<file path="src/rtl/stbuf_pkg.sv">
package stbuf_pkg;
  localparam int unsigned SB_LANES = 8;
  localparam int unsigned SB_AW    = 29;

  typedef logic [SB_AW-1:0]      dw_addr_t;
  typedef logic [SB_LANES-1:0]   lane_mask_t;
  typedef logic [SB_LANES*8-1:0] dw_data_t;

  typedef struct packed {
    dw_addr_t   addr;
    lane_mask_t be;
    dw_data_t   data;
  } sb_entry_t;
endpackage

</file>
<file path="src/rtl/stbuf_queue.sv">
module stbuf_queue
  import stbuf_pkg::*;
#(
  parameter int unsigned DEPTH = 8
) (
  input  logic                         clk_i,
  input  logic                         rst_ni,
  input  logic                         push_i,
  input  sb_entry_t                    push_entry_i,
  input  logic                         pop_i,
  output sb_entry_t                    entries_o [DEPTH],
  output logic [$clog2(DEPTH)-1:0]     rd_ptr_o,
  output logic [$clog2(DEPTH+1)-1:0]   count_o,
  output logic                         empty_o,
  output logic                         full_o,
  output sb_entry_t                    head_o
);
  localparam int unsigned PTR_W = $clog2(DEPTH);
  localparam int unsigned CNT_W = $clog2(DEPTH+1);
  localparam logic [PTR_W-1:0] LAST = PTR_W'(DEPTH-1);

  sb_entry_t        slot_q [DEPTH];
  logic [PTR_W-1:0] rd_ptr_q, wr_ptr_q;
  logic [CNT_W-1:0] count_q;

  function automatic logic [PTR_W-1:0] ptr_inc(input logic [PTR_W-1:0] p);
    return (p == LAST) ? '0 : p + 1'b1;
  endfunction

  always_ff @(posedge clk_i or negedge rst_ni) begin
    if (!rst_ni) begin
      rd_ptr_q <= '0;
      wr_ptr_q <= '0;
      count_q  <= '0;
    end else begin
      if (push_i) wr_ptr_q <= ptr_inc(wr_ptr_q);
      if (pop_i)  rd_ptr_q <= ptr_inc(rd_ptr_q);
      if (push_i && !pop_i)      count_q <= count_q + 1'b1;
      else if (pop_i && !push_i) count_q <= count_q - 1'b1;
    end
  end

  // data storage needs no reset: validity comes from the pointers
  for (genvar i = 0; i < DEPTH; i++) begin : g_slot
    always_ff @(posedge clk_i) begin
      if (push_i && wr_ptr_q == PTR_W'(i)) slot_q[i] <= push_entry_i;
    end
    assign entries_o[i] = slot_q[i];
  end

  assign rd_ptr_o = rd_ptr_q;
  assign count_o  = count_q;
  assign empty_o  = (count_q == '0);
  assign full_o   = (count_q == CNT_W'(DEPTH));
  assign head_o   = slot_q[rd_ptr_q];

  a_r5_no_push_full: assert property (@(posedge clk_i) disable iff (!rst_ni)
    push_i |-> !full_o);
  a_r1_no_pop_empty: assert property (@(posedge clk_i) disable iff (!rst_ni)
    pop_i |-> !empty_o);
  a_r9_head_holds: assert property (@(posedge clk_i) disable iff (!rst_ni)
    !pop_i |=> $stable(rd_ptr_q));
  a_r9_count_up: assert property (@(posedge clk_i) disable iff (!rst_ni)
    (push_i && !pop_i) |=> count_q == $past(count_q) + 1'b1);
endmodule

</file>
<file path="src/rtl/stbuf_fwd.sv">
module stbuf_fwd
  import stbuf_pkg::*;
#(
  parameter int unsigned DEPTH = 8
) (
  input  logic                         clk_i,
  input  logic                         rst_ni,
  input  sb_entry_t                    entries_i [DEPTH],
  input  logic [$clog2(DEPTH)-1:0]     rd_ptr_i,
  input  logic [$clog2(DEPTH+1)-1:0]   count_i,
  input  dw_addr_t                     ld_addr_i,
  input  lane_mask_t                   ld_be_i,
  input  dw_data_t                     mem_data_i,
  output dw_data_t                     ld_data_o,
  output lane_mask_t                   fwd_mask_o
);
  dw_data_t   buf_data;
  lane_mask_t hit;

  // walk oldest to youngest so later matches overwrite earlier ones
  always_comb begin
    buf_data = '0;
    hit      = '0;
    for (int k = 0; k < DEPTH; k++) begin
      int j;
      j = int'(rd_ptr_i) + k;
      if (j >= DEPTH) j = j - DEPTH;
      if (k < int'(count_i) && entries_i[j].addr == ld_addr_i) begin
        for (int b = 0; b < SB_LANES; b++) begin
          if (entries_i[j].be[b] && ld_be_i[b]) begin
            buf_data[b*8 +: 8] = entries_i[j].data[b*8 +: 8];
            hit[b]             = 1'b1;
          end
        end
      end
    end
  end

  always_comb begin
    for (int b = 0; b < SB_LANES; b++) begin
      if (!ld_be_i[b])  ld_data_o[b*8 +: 8] = '0;
      else if (hit[b])  ld_data_o[b*8 +: 8] = buf_data[b*8 +: 8];
      else              ld_data_o[b*8 +: 8] = mem_data_i[b*8 +: 8];
    end
  end

  assign fwd_mask_o = hit;

  a_r11_fwd_in_mask: assert property (@(posedge clk_i) disable iff (!rst_ni)
    (fwd_mask_o & ~ld_be_i) == '0);
  a_r10_empty_no_fwd: assert property (@(posedge clk_i) disable iff (!rst_ni)
    (count_i == '0) |-> (fwd_mask_o == '0 && ld_data_o == (mem_data_i & {8{8'hFF}} & ld_data_o)));
endmodule

</file>
<file path="src/rtl/stbuf_ctrl.sv">
module stbuf_ctrl (
  input  logic clk_i,
  input  logic rst_ni,
  input  logic fence_i,
  input  logic lock_i,
  input  logic st_valid_i,
  input  logic empty_i,
  input  logic full_i,
  input  logic mem_own_i,
  output logic st_ready_o,
  output logic ld_ready_o,
  output logic fence_done_o,
  output logic lock_go_o,
  output logic push_o,
  output logic pop_o,
  output logic wr_req_o
);
  logic hold;

  // a pending fence or locked op blocks new work; it owns the cycle it completes in
  assign hold         = fence_i | lock_i;
  assign st_ready_o   = !full_i && !hold;
  assign ld_ready_o   = !hold;
  assign fence_done_o = fence_i && empty_i;
  assign lock_go_o    = lock_i && empty_i;
  assign push_o       = st_valid_i && st_ready_o;
  assign wr_req_o     = !empty_i;
  assign pop_o        = wr_req_o && mem_own_i;

  a_r6_fence_blocks: assert property (@(posedge clk_i) disable iff (!rst_ni)
    (fence_i && !empty_i) |-> (!fence_done_o && !push_o && !ld_ready_o));
  a_r8_lock_blocks: assert property (@(posedge clk_i) disable iff (!rst_ni)
    (lock_i && !empty_i) |-> (!lock_go_o && !push_o && !ld_ready_o));
  a_r6_done_when_empty: assert property (@(posedge clk_i) disable iff (!rst_ni)
    (fence_i && pop_o && $past(fence_i) && !push_o) |=> (fence_i |-> (fence_done_o == empty_i)));
endmodule

</file>
<file path="src/rtl/stbuf_top.sv">
module stbuf_top
  import stbuf_pkg::*;
#(
  parameter int unsigned DEPTH = 8
) (
  input  logic                   clk_i,
  input  logic                   rst_ni,
  input  logic                   st_valid_i,
  output logic                   st_ready_o,
  input  logic [SB_AW-1:0]       st_addr_i,
  input  logic [SB_LANES-1:0]    st_be_i,
  input  logic [SB_LANES*8-1:0]  st_data_i,
  input  logic                   ld_valid_i,
  output logic                   ld_ready_o,
  input  logic [SB_AW-1:0]       ld_addr_i,
  input  logic [SB_LANES-1:0]    ld_be_i,
  output logic [SB_LANES*8-1:0]  ld_data_o,
  output logic [SB_LANES-1:0]    ld_fwd_o,
  output logic [SB_AW-1:0]       mem_rd_addr_o,
  input  logic [SB_LANES*8-1:0]  mem_rd_data_i,
  output logic                   mem_wr_req_o,
  input  logic                   mem_own_i,
  output logic                   mem_wr_en_o,
  output logic [SB_AW-1:0]       mem_wr_addr_o,
  output logic [SB_LANES-1:0]    mem_wr_be_o,
  output logic [SB_LANES*8-1:0]  mem_wr_data_o,
  input  logic                   fence_i,
  output logic                   fence_done_o,
  input  logic                   lock_i,
  output logic                   lock_go_o
);
  localparam int unsigned PTR_W = $clog2(DEPTH);
  localparam int unsigned CNT_W = $clog2(DEPTH+1);

  sb_entry_t        entries [DEPTH];
  sb_entry_t        head, new_entry;
  logic [PTR_W-1:0] rd_ptr;
  logic [CNT_W-1:0] count;
  logic             empty, full, push, pop;
  logic             ld_unused;

  assign new_entry = '{addr: st_addr_i, be: st_be_i, data: st_data_i};
  assign ld_unused = ld_valid_i;

  stbuf_ctrl u_ctrl (
    .clk_i        (clk_i),
    .rst_ni       (rst_ni),
    .fence_i      (fence_i),
    .lock_i       (lock_i),
    .st_valid_i   (st_valid_i),
    .empty_i      (empty),
    .full_i       (full),
    .mem_own_i    (mem_own_i),
    .st_ready_o   (st_ready_o),
    .ld_ready_o   (ld_ready_o),
    .fence_done_o (fence_done_o),
    .lock_go_o    (lock_go_o),
    .push_o       (push),
    .pop_o        (pop),
    .wr_req_o     (mem_wr_req_o)
  );

  stbuf_queue #(.DEPTH(DEPTH)) u_queue (
    .clk_i        (clk_i),
    .rst_ni       (rst_ni),
    .push_i       (push),
    .push_entry_i (new_entry),
    .pop_i        (pop),
    .entries_o    (entries),
    .rd_ptr_o     (rd_ptr),
    .count_o      (count),
    .empty_o      (empty),
    .full_o       (full),
    .head_o       (head)
  );

  stbuf_fwd #(.DEPTH(DEPTH)) u_fwd (
    .clk_i      (clk_i),
    .rst_ni     (rst_ni),
    .entries_i  (entries),
    .rd_ptr_i   (rd_ptr),
    .count_i    (count),
    .ld_addr_i  (ld_addr_i),
    .ld_be_i    (ld_be_i),
    .mem_data_i (mem_rd_data_i),
    .ld_data_o  (ld_data_o),
    .fwd_mask_o (ld_fwd_o)
  );

  assign mem_rd_addr_o = ld_addr_i;
  assign mem_wr_en_o   = pop;
  assign mem_wr_addr_o = head.addr;
  assign mem_wr_be_o   = head.be;
  assign mem_wr_data_o = head.data;

  a_r1_commit_owned: assert property (@(posedge clk_i) disable iff (!rst_ni)
    (mem_wr_req_o && !mem_own_i) |=> ($stable(rd_ptr) && mem_wr_req_o));
  a_r12_reset_empty: assert property (@(posedge clk_i) disable iff (!rst_ni)
    $rose(rst_ni) |-> !mem_wr_req_o);
endmodule

</file>
<file path="config.mk">
export PLATFORM = sky130hd
export DESIGN_NAME = stbuf_top
export DESIGN_NICKNAME = d
export VERILOG_FILES = /design/src/rtl/stbuf_pkg.sv /design/src/rtl/stbuf_queue.sv /design/src/rtl/stbuf_fwd.sv /design/src/rtl/stbuf_ctrl.sv /design/src/rtl/stbuf_top.sv
export SDC_FILE = /design/constraint.sdc
export NUM_CORES = 2
export LEC_CHECK = 0
export CORE_ASPECT_RATIO = 0.9
export CORE_UTILIZATION = 60
export CTS_CLUSTER_SIZE = 12
export DETAILED_ROUTE_END_ITERATION = 10
export PLACE_DENSITY = 0.8
export RECOVER_POWER = 100
export SLEW_MARGIN = 20
export SYNTH_ARGS = -nofsm -noshare
export SYNTH_HDL_FRONTEND = slang
export SYNTH_SLANG_ARGS = --single-unit
</file>
<file path="constraint.sdc">
create_clock -name clk_i -period 10.2 [get_ports clk_i]
set_clock_uncertainty 0.15 [all_clocks]
set_input_delay 1.53 -clock clk_i [delete_from_list [all_inputs] [get_ports clk_i]]
set_output_delay 1.53 -clock clk_i [all_outputs]
set_load 0.05 [all_outputs]
</file>
-- Word level (Yosys, flattened, before mapping)
Memories as Yosys holds them, arrays and structs flattened.
Index checks and enable logic that the tools add are counted.
- register bits after elaboration: 10
- bits in writable memories: 808
- output and inout port bits: 208
- logic and storage cells: 408
- memories: 1
- memory list (name ; words ; width ; rd ports ; clocked after Yosys merged registers in ; write ports ; RTL line ; RTL):
    u_queue.slot_q ; 8 ; 101 ; 9 ; 0 ; 1 ; stbuf_queue.sv:22 ; sb_entry_t slot_q [DEPTH];
- $add $sub $neg: 19
- order comparisons: 24
- eq/ne operators: 17
- mux-type cells: 233
- bitwise logic cells: 9
- reduce and logical (&&, ||, !) cells: 102
- operator list (operator ; number):
    101-bit binary-select mux with 3-bit select ; 8
    101-bit two-way mux ; 23
    101-bit OR reduction ; 7
    8-bit two-way mux ; 88
    64-bit two-way mux ; 8
    32-bit by 4-bit greater-or-equal comparator with 1-bit output (second input constant) ; 15
    32-bit two-way mux ; 8
    32-bit NOT ; 8
    29-bit == test ; 8
    32-bit by 4-bit subtractor with 32-bit output (second input constant) ; 7
    1-bit logical AND ; 87
    1-bit two-way mux ; 87
    3-bit two-way mux ; 9
    3-bit by 3-bit adder with 4-bit output (second input constant) ; 4
    3-bit by 4-bit less-than comparator with 1-bit output (first input constant) ; 4
    3-bit == test (second input constant) ; 5
    3-bit by 2-bit adder with 4-bit output (second input constant) ; 2
    1-bit by 4-bit less-than comparator with 1-bit output (first input constant) ; 2
    2-bit by 4-bit less-than comparator with 1-bit output (first input constant) ; 2
    4-bit two-way mux ; 2
    3-bit by 1-bit adder with 3-bit output (second input constant) ; 2
    3-bit by 2-bit == test with 1-bit output (second input constant) ; 2
    1-bit logical NOT ; 5
    3-bit by 4-bit subtractor with 5-bit output (second input constant) ; 1
    other kinds (10) ; 10

-- Logic depth before layout (Yosys ltp)
- word-level depth: 25
- gate-level depth with buffers: 31
- depth with buffers taken out: 14

-- Hierarchy
A second synthesis with hierarchy kept.
- cells, all modules: 5946
- area, all modules: 73997.2 sq um
- by module, submodules not included (module ; times used ; cells an instance ; area an instance (sq um)):
    stbuf_fwd ; 1 ; 4671 ; 42513.3
    stbuf_queue ; 1 ; 1239 ; 31218.7
    stbuf_top ; 1 ; 29 ; 217.7
    stbuf_ctrl ; 1 ; 7 ; 47.5

-- Worst setup path before layout
OpenSTA, ideal clock, no wires.
- path type: reg2out
- start: reg u_queue.rd_ptr_q[1], in the netlist u_queue.rd_ptr_o[1]
- end: out ld_data_o[10]
- data arrival time: 7463 ps
- required time: 8520 ps
- path slack: 1057 ps
- cell stages (with the launch flop): 25
- path buffers: 13
- path through: dfrtp_1 -> inv_1 -> buf_2 -> buf_2 -> buf_4 -> buf_2 -> clkbuf_1 -> clkbuf_1 -> buf_1 -> buf_1 -> ha_1 -> buf_4 -> buf_2 -> buf_4 -> buf_2 -> mux4_2 -> or2_0 -> a2111oi_0 -> o21ai_0 -> nand4b_1 -> buf_2 -> a211o_1 -> nand4_1 -> o221ai_1 -> nor3_1
- longest elaborated chain between the ends: 25
- RTL lines (what ; RTL line ; RTL):
    from (decl) ; stbuf_queue.sv:23 ; logic [PTR_W-1:0] rd_ptr_q, wr_ptr_q;
    from (signal assigned) ; stbuf_queue.sv:37 ; if (pop_i) rd_ptr_q <= ptr_inc(rd_ptr_q);
    branches (longest 22 deep; another with 32-bit by 4-bit subtractor with 32-bit output) ; -- ;
    8-bit two-way mux (*) ; stbuf_fwd.sv:28 ; if (k < int'(count_i) && entries_i[j].addr == ld_addr_i) begin
    via ld_fwd_o[1] ; stbuf_top.sv:18 ; output logic [SB_LANES-1:0] ld_fwd_o,
    8-bit two-way mux (*) ; stbuf_fwd.sv:42 ; else if (hit[b]) ld_data_o[b*8 +: 8] = buf_data[b*8 +: 8];
    8-bit two-way mux (*) ; stbuf_fwd.sv:41 ; if (!ld_be_i[b]) ld_data_o[b*8 +: 8] = '0;
    to (decl) ; stbuf_top.sv:17 ; output logic [SB_LANES*8-1:0] ld_data_o,
Mark *: on every way through the listed nets, which the timed path passes. The select of a mux whose other input is x is not followed.

-- Worst setup path after layout
- start: reg u_queue.rd_ptr_q[0], in the netlist u_queue.rd_ptr_o[0]
- end: out ld_data_o[50]
- longest elaborated chain between the ends: 25
- RTL lines (what ; RTL line):
    branches (longest 23 deep; another with 32-bit by 4-bit subtractor with 32-bit output) ; --
    8-bit two-way mux (*) ; stbuf_fwd.sv:42
    8-bit two-way mux (*) ; stbuf_fwd.sv:41
Mark *: on every way between the ends. The select of a mux whose other input is x is not followed.

==> metrics.cfg <==
[status]
outcome = finished, violations left
violations = DRC, capacitance limit, slew limit

[synth]
synth_commonest_cells = nand2_1, edfxtp_1, mux4_2
synth_top_cell_area_share_pct = 36.2
syn_area_um2 = 66900
yosysUniqueCellTypes = 107
synth_edf_count = 808
yosysWarnings = 0
postSynthCellCount = 5899
synth.area.top_cells = edfxtp_1, mux4_2, mux2i_1
syn_nets = 6121
yosysSeqAreaShare_pct = 36.6
synthMostInstantiatedCell = nand2_1
async_flop_share_pct = 1.22
synth_top_cell_by_area = edfxtp_1
syn_avg_cell_area_um2 = 11.3
ys_ff_latch = 818
synth_flop_cell = edfxtp_1

[clocking]
insertion_delay_ns = 0.69
htreeDepth = 3
post_cts_buffers = 0
clkTransAtPathRegs_ns = 0.06
clockBufferDepth = 3
root_buffer = clkbuf_16
numCtsBuffers = 91
cts.sinks = 818
holdBufCountCts = 0
cts_tree = built
cts_resized = 0

[timing]
hold_viol = 0
drv_slew = 1170
finalCritPeriodShare_pct = 99.1
tns_ns = 0
worst_pin_slew_ns = 4.44
fmax_ghz = 0.0989
setup_violations = 0
rsz0062_at_grt = false
fin_crit_ns = 10.11
slew_headroom_pct = -196

[power]
p_comb_share_pct = 71.3
power_density_nw_per_um2 = 346
ir_drop_v = 0.000408
pwr-share-seq_pct = 15.8
p_int_mw = 12.7
switching_share_pct = 50.8
p_leak_nw = 25.6
p_switching_mw = 13.1
clockPowerShare_pct = 12.9

[global_routing]
grt_usage_pct = 44.3
grt_max_degree = 153
antenna_found_initial = 50
grt_pass1_wl_mm = 370
first_global_vias = 55400
overflow = 0

[place]
hpwl_mm = 174
port_buffers = 415
gp_congestion = 1.12
placedInstanceArea_um2 = 72000

[routing]
ant_nets = 0
dr.pass1.iters = 11
drt_iter0_drc = 11500
route.met3.wl_mm = 44.9
top_layer = met5
dr_total_vias = 59300
routed_via_density = 7.77
routedWlPerCell_um = 33.5
wl_met1_mm = 87.1
wirelength_mm = 255
met2_length_mm = 107
drc = 3

[worst_setup_path]
cp_slowest_stage_delay_ns = 1.26
cp.required_ns = 8.52
end_kind = primary output
crit_type = reg -> out
startpoint = u_queue.rd_ptr_o[0]$_DFFE_PN0P_
rr_startpoint = u_queue.count_o[1]$_DFFE_PN0P_
critPathLaunchType = flip-flop
cp_max_fo = 66
worstPathCellList = buf_12 -> buf_4 -> mux4_2 -> mux2i_1 -> xnor2_1 -> o2111ai_1 -> nor4_1 -> nand3_1 -> or2_1 -> o21ai_0 -> o21a_1 -> o311ai_1 -> a21oi_1 -> clkbuf_2
worstPathArrival_ns = 8.43
cp_slowest_cell = nor4_1

[floorplan]
die_w_um = 354
start_util_pct = 60.9
ioPinCount = 417
die_area_um2 = 113000
core_area_um2 = 110000
row_count = 115
die_h_um = 319

[finish]
final_area_um2 = 74600
register_area_um2 = 24500
layout.nets = 6283
syn_to_final_growth_pct = 11.5
drive_gt1_share_pct = 20.1
fillers = 7802
multiInputGateArea_um2 = 39300

[worst_hold_path]
min_path_type = reg -> reg
hp-start = u_queue.count_o[0]$_DFFE_PN0P_

[job]
maxCapViolations = 28

[metrics by stage]
step | setup WS [ns] | hold slack (ns) | total power, mW | std cells | utilization [%]
6_report | 0.0878 | 0.452 | 25.8 | 7627 | 67.9
5_1_grt | 0.222 | 0.490 | 26.5 | 7602 | 67.8
4_1_cts | 0.907 | 0.444 | 25.1 | 7584 | 68.2
3_5_place_dp | 1.62 | 0.430 | 21.7 | 7428 | 65.5
3_3_place_gp | 1.71 | 0.403 | 21.4 | 7428 | 65.5
2_1_floorplan | 1.06 | 0.361 | 17.0 | 5899 | -
[final timing paths]
kind                                                         to  slack, ns  depth (start not counted)
worst max-delay path                              ld_data_o[50]       0.09                         14
worst min-delay path             u_queue.count_o[0]$_DFFE_PN0P_       0.45                          1
worst max register to register  u_queue.slot_q[0][33]$_DFFE_PP_       1.79                          8
worst min register to register   u_queue.count_o[0]$_DFFE_PN0P_       0.45                          1
max in group asynchronous       u_queue.rd_ptr_o[0]$_DFFE_PN0P_       8.41                          1
min in group asynchronous        u_queue.count_o[2]$_DFFE_PN0P_       1.10                          1
[sequential cells by signal, summed over array words and instances, names as in the netlist]
register          count
u_queue.slot_q      808
u_queue.rd_ptr_o      3
u_queue.wr_ptr_q      3
u_queue.count_o       4
[kinds of logic after synthesis]
group | synth area share (%)
compound gates | 11.6
flops | 36.6
buf+inv | 4.80
mux | 32.3
simple gates | 12.5
xor+xnor | 1.88
fa+ha+maj | 0.243
[critical path, delay by kind of cell, from the launching register on]
family | cells | cell delay (ns)
muxes | 2 | 0.96
DFF | 1 | 0.79
AOI/OAI and AO/OA | 5 | 1.44
buffers and inverters | 3 | 1.33
and+or+nand+nor | 3 | 2.91
xor gates and xnor gates | 1 | 0.19
[routing by layer]
metal  vias to the layer above  global-route usage, %
li1                      23800                      -
met4                        32                   23.0
met2                      5690                   62.7
met5                         -                      0
met3                      1206                   17.8
met1                     28600                   58.5
[area by class of cell]
type                    instances  area share, %
diodes                         41          0.137
flip-flops and latches        818           32.9
repair buffers                585           7.57
clock buffers                 109           3.21
well taps                    1462           2.45
clock inverters                47          0.689
inverters                      86          0.449
multi-input cells            4479           52.6
[power by group through the flow]
stage	clock network (mW)	registers (mW)	logic [mW]
after CTS	3.33	4.06	17.7
after global placement	0	4.11	17.3
after global routing	3.44	4.09	18.9
final	3.33	4.08	18.4
after detailed placement	0	4.13	17.6
after floorplan	0	4.00	13.0
[cell usage in the layout (no fill, tap or decap), types with 26 or more instances in the layout]
cell,n
o211ai_1,50
o31ai_1,37
a21oi_1,218
mux4_2,617
nor2_1,299
clkbuf_1,53
clkdlybuf4s50_1,132
a221oi_1,26
nand4_1,56
buf_12,44
a211oi_1,35
xnor2_1,132
clkinv_1,26
o21ai_0,268
a22oi_1,57
inv_1,70
buf_4,146
nand2_1,886
diode_2,41
nand3_1,105
mux2i_1,544
nor4_1,33
nor3_1,95
a2111oi_0,28
or3_1,29
and2_1,33
mux2_2,198
dlygate4sd3_1,211
edfxtp_1,808
o22ai_1,104
a31oi_1,47
and3_1,73
clkbuf_16,92
or2_2,27
Note: power is estimated with default switching activity, not from simulation.
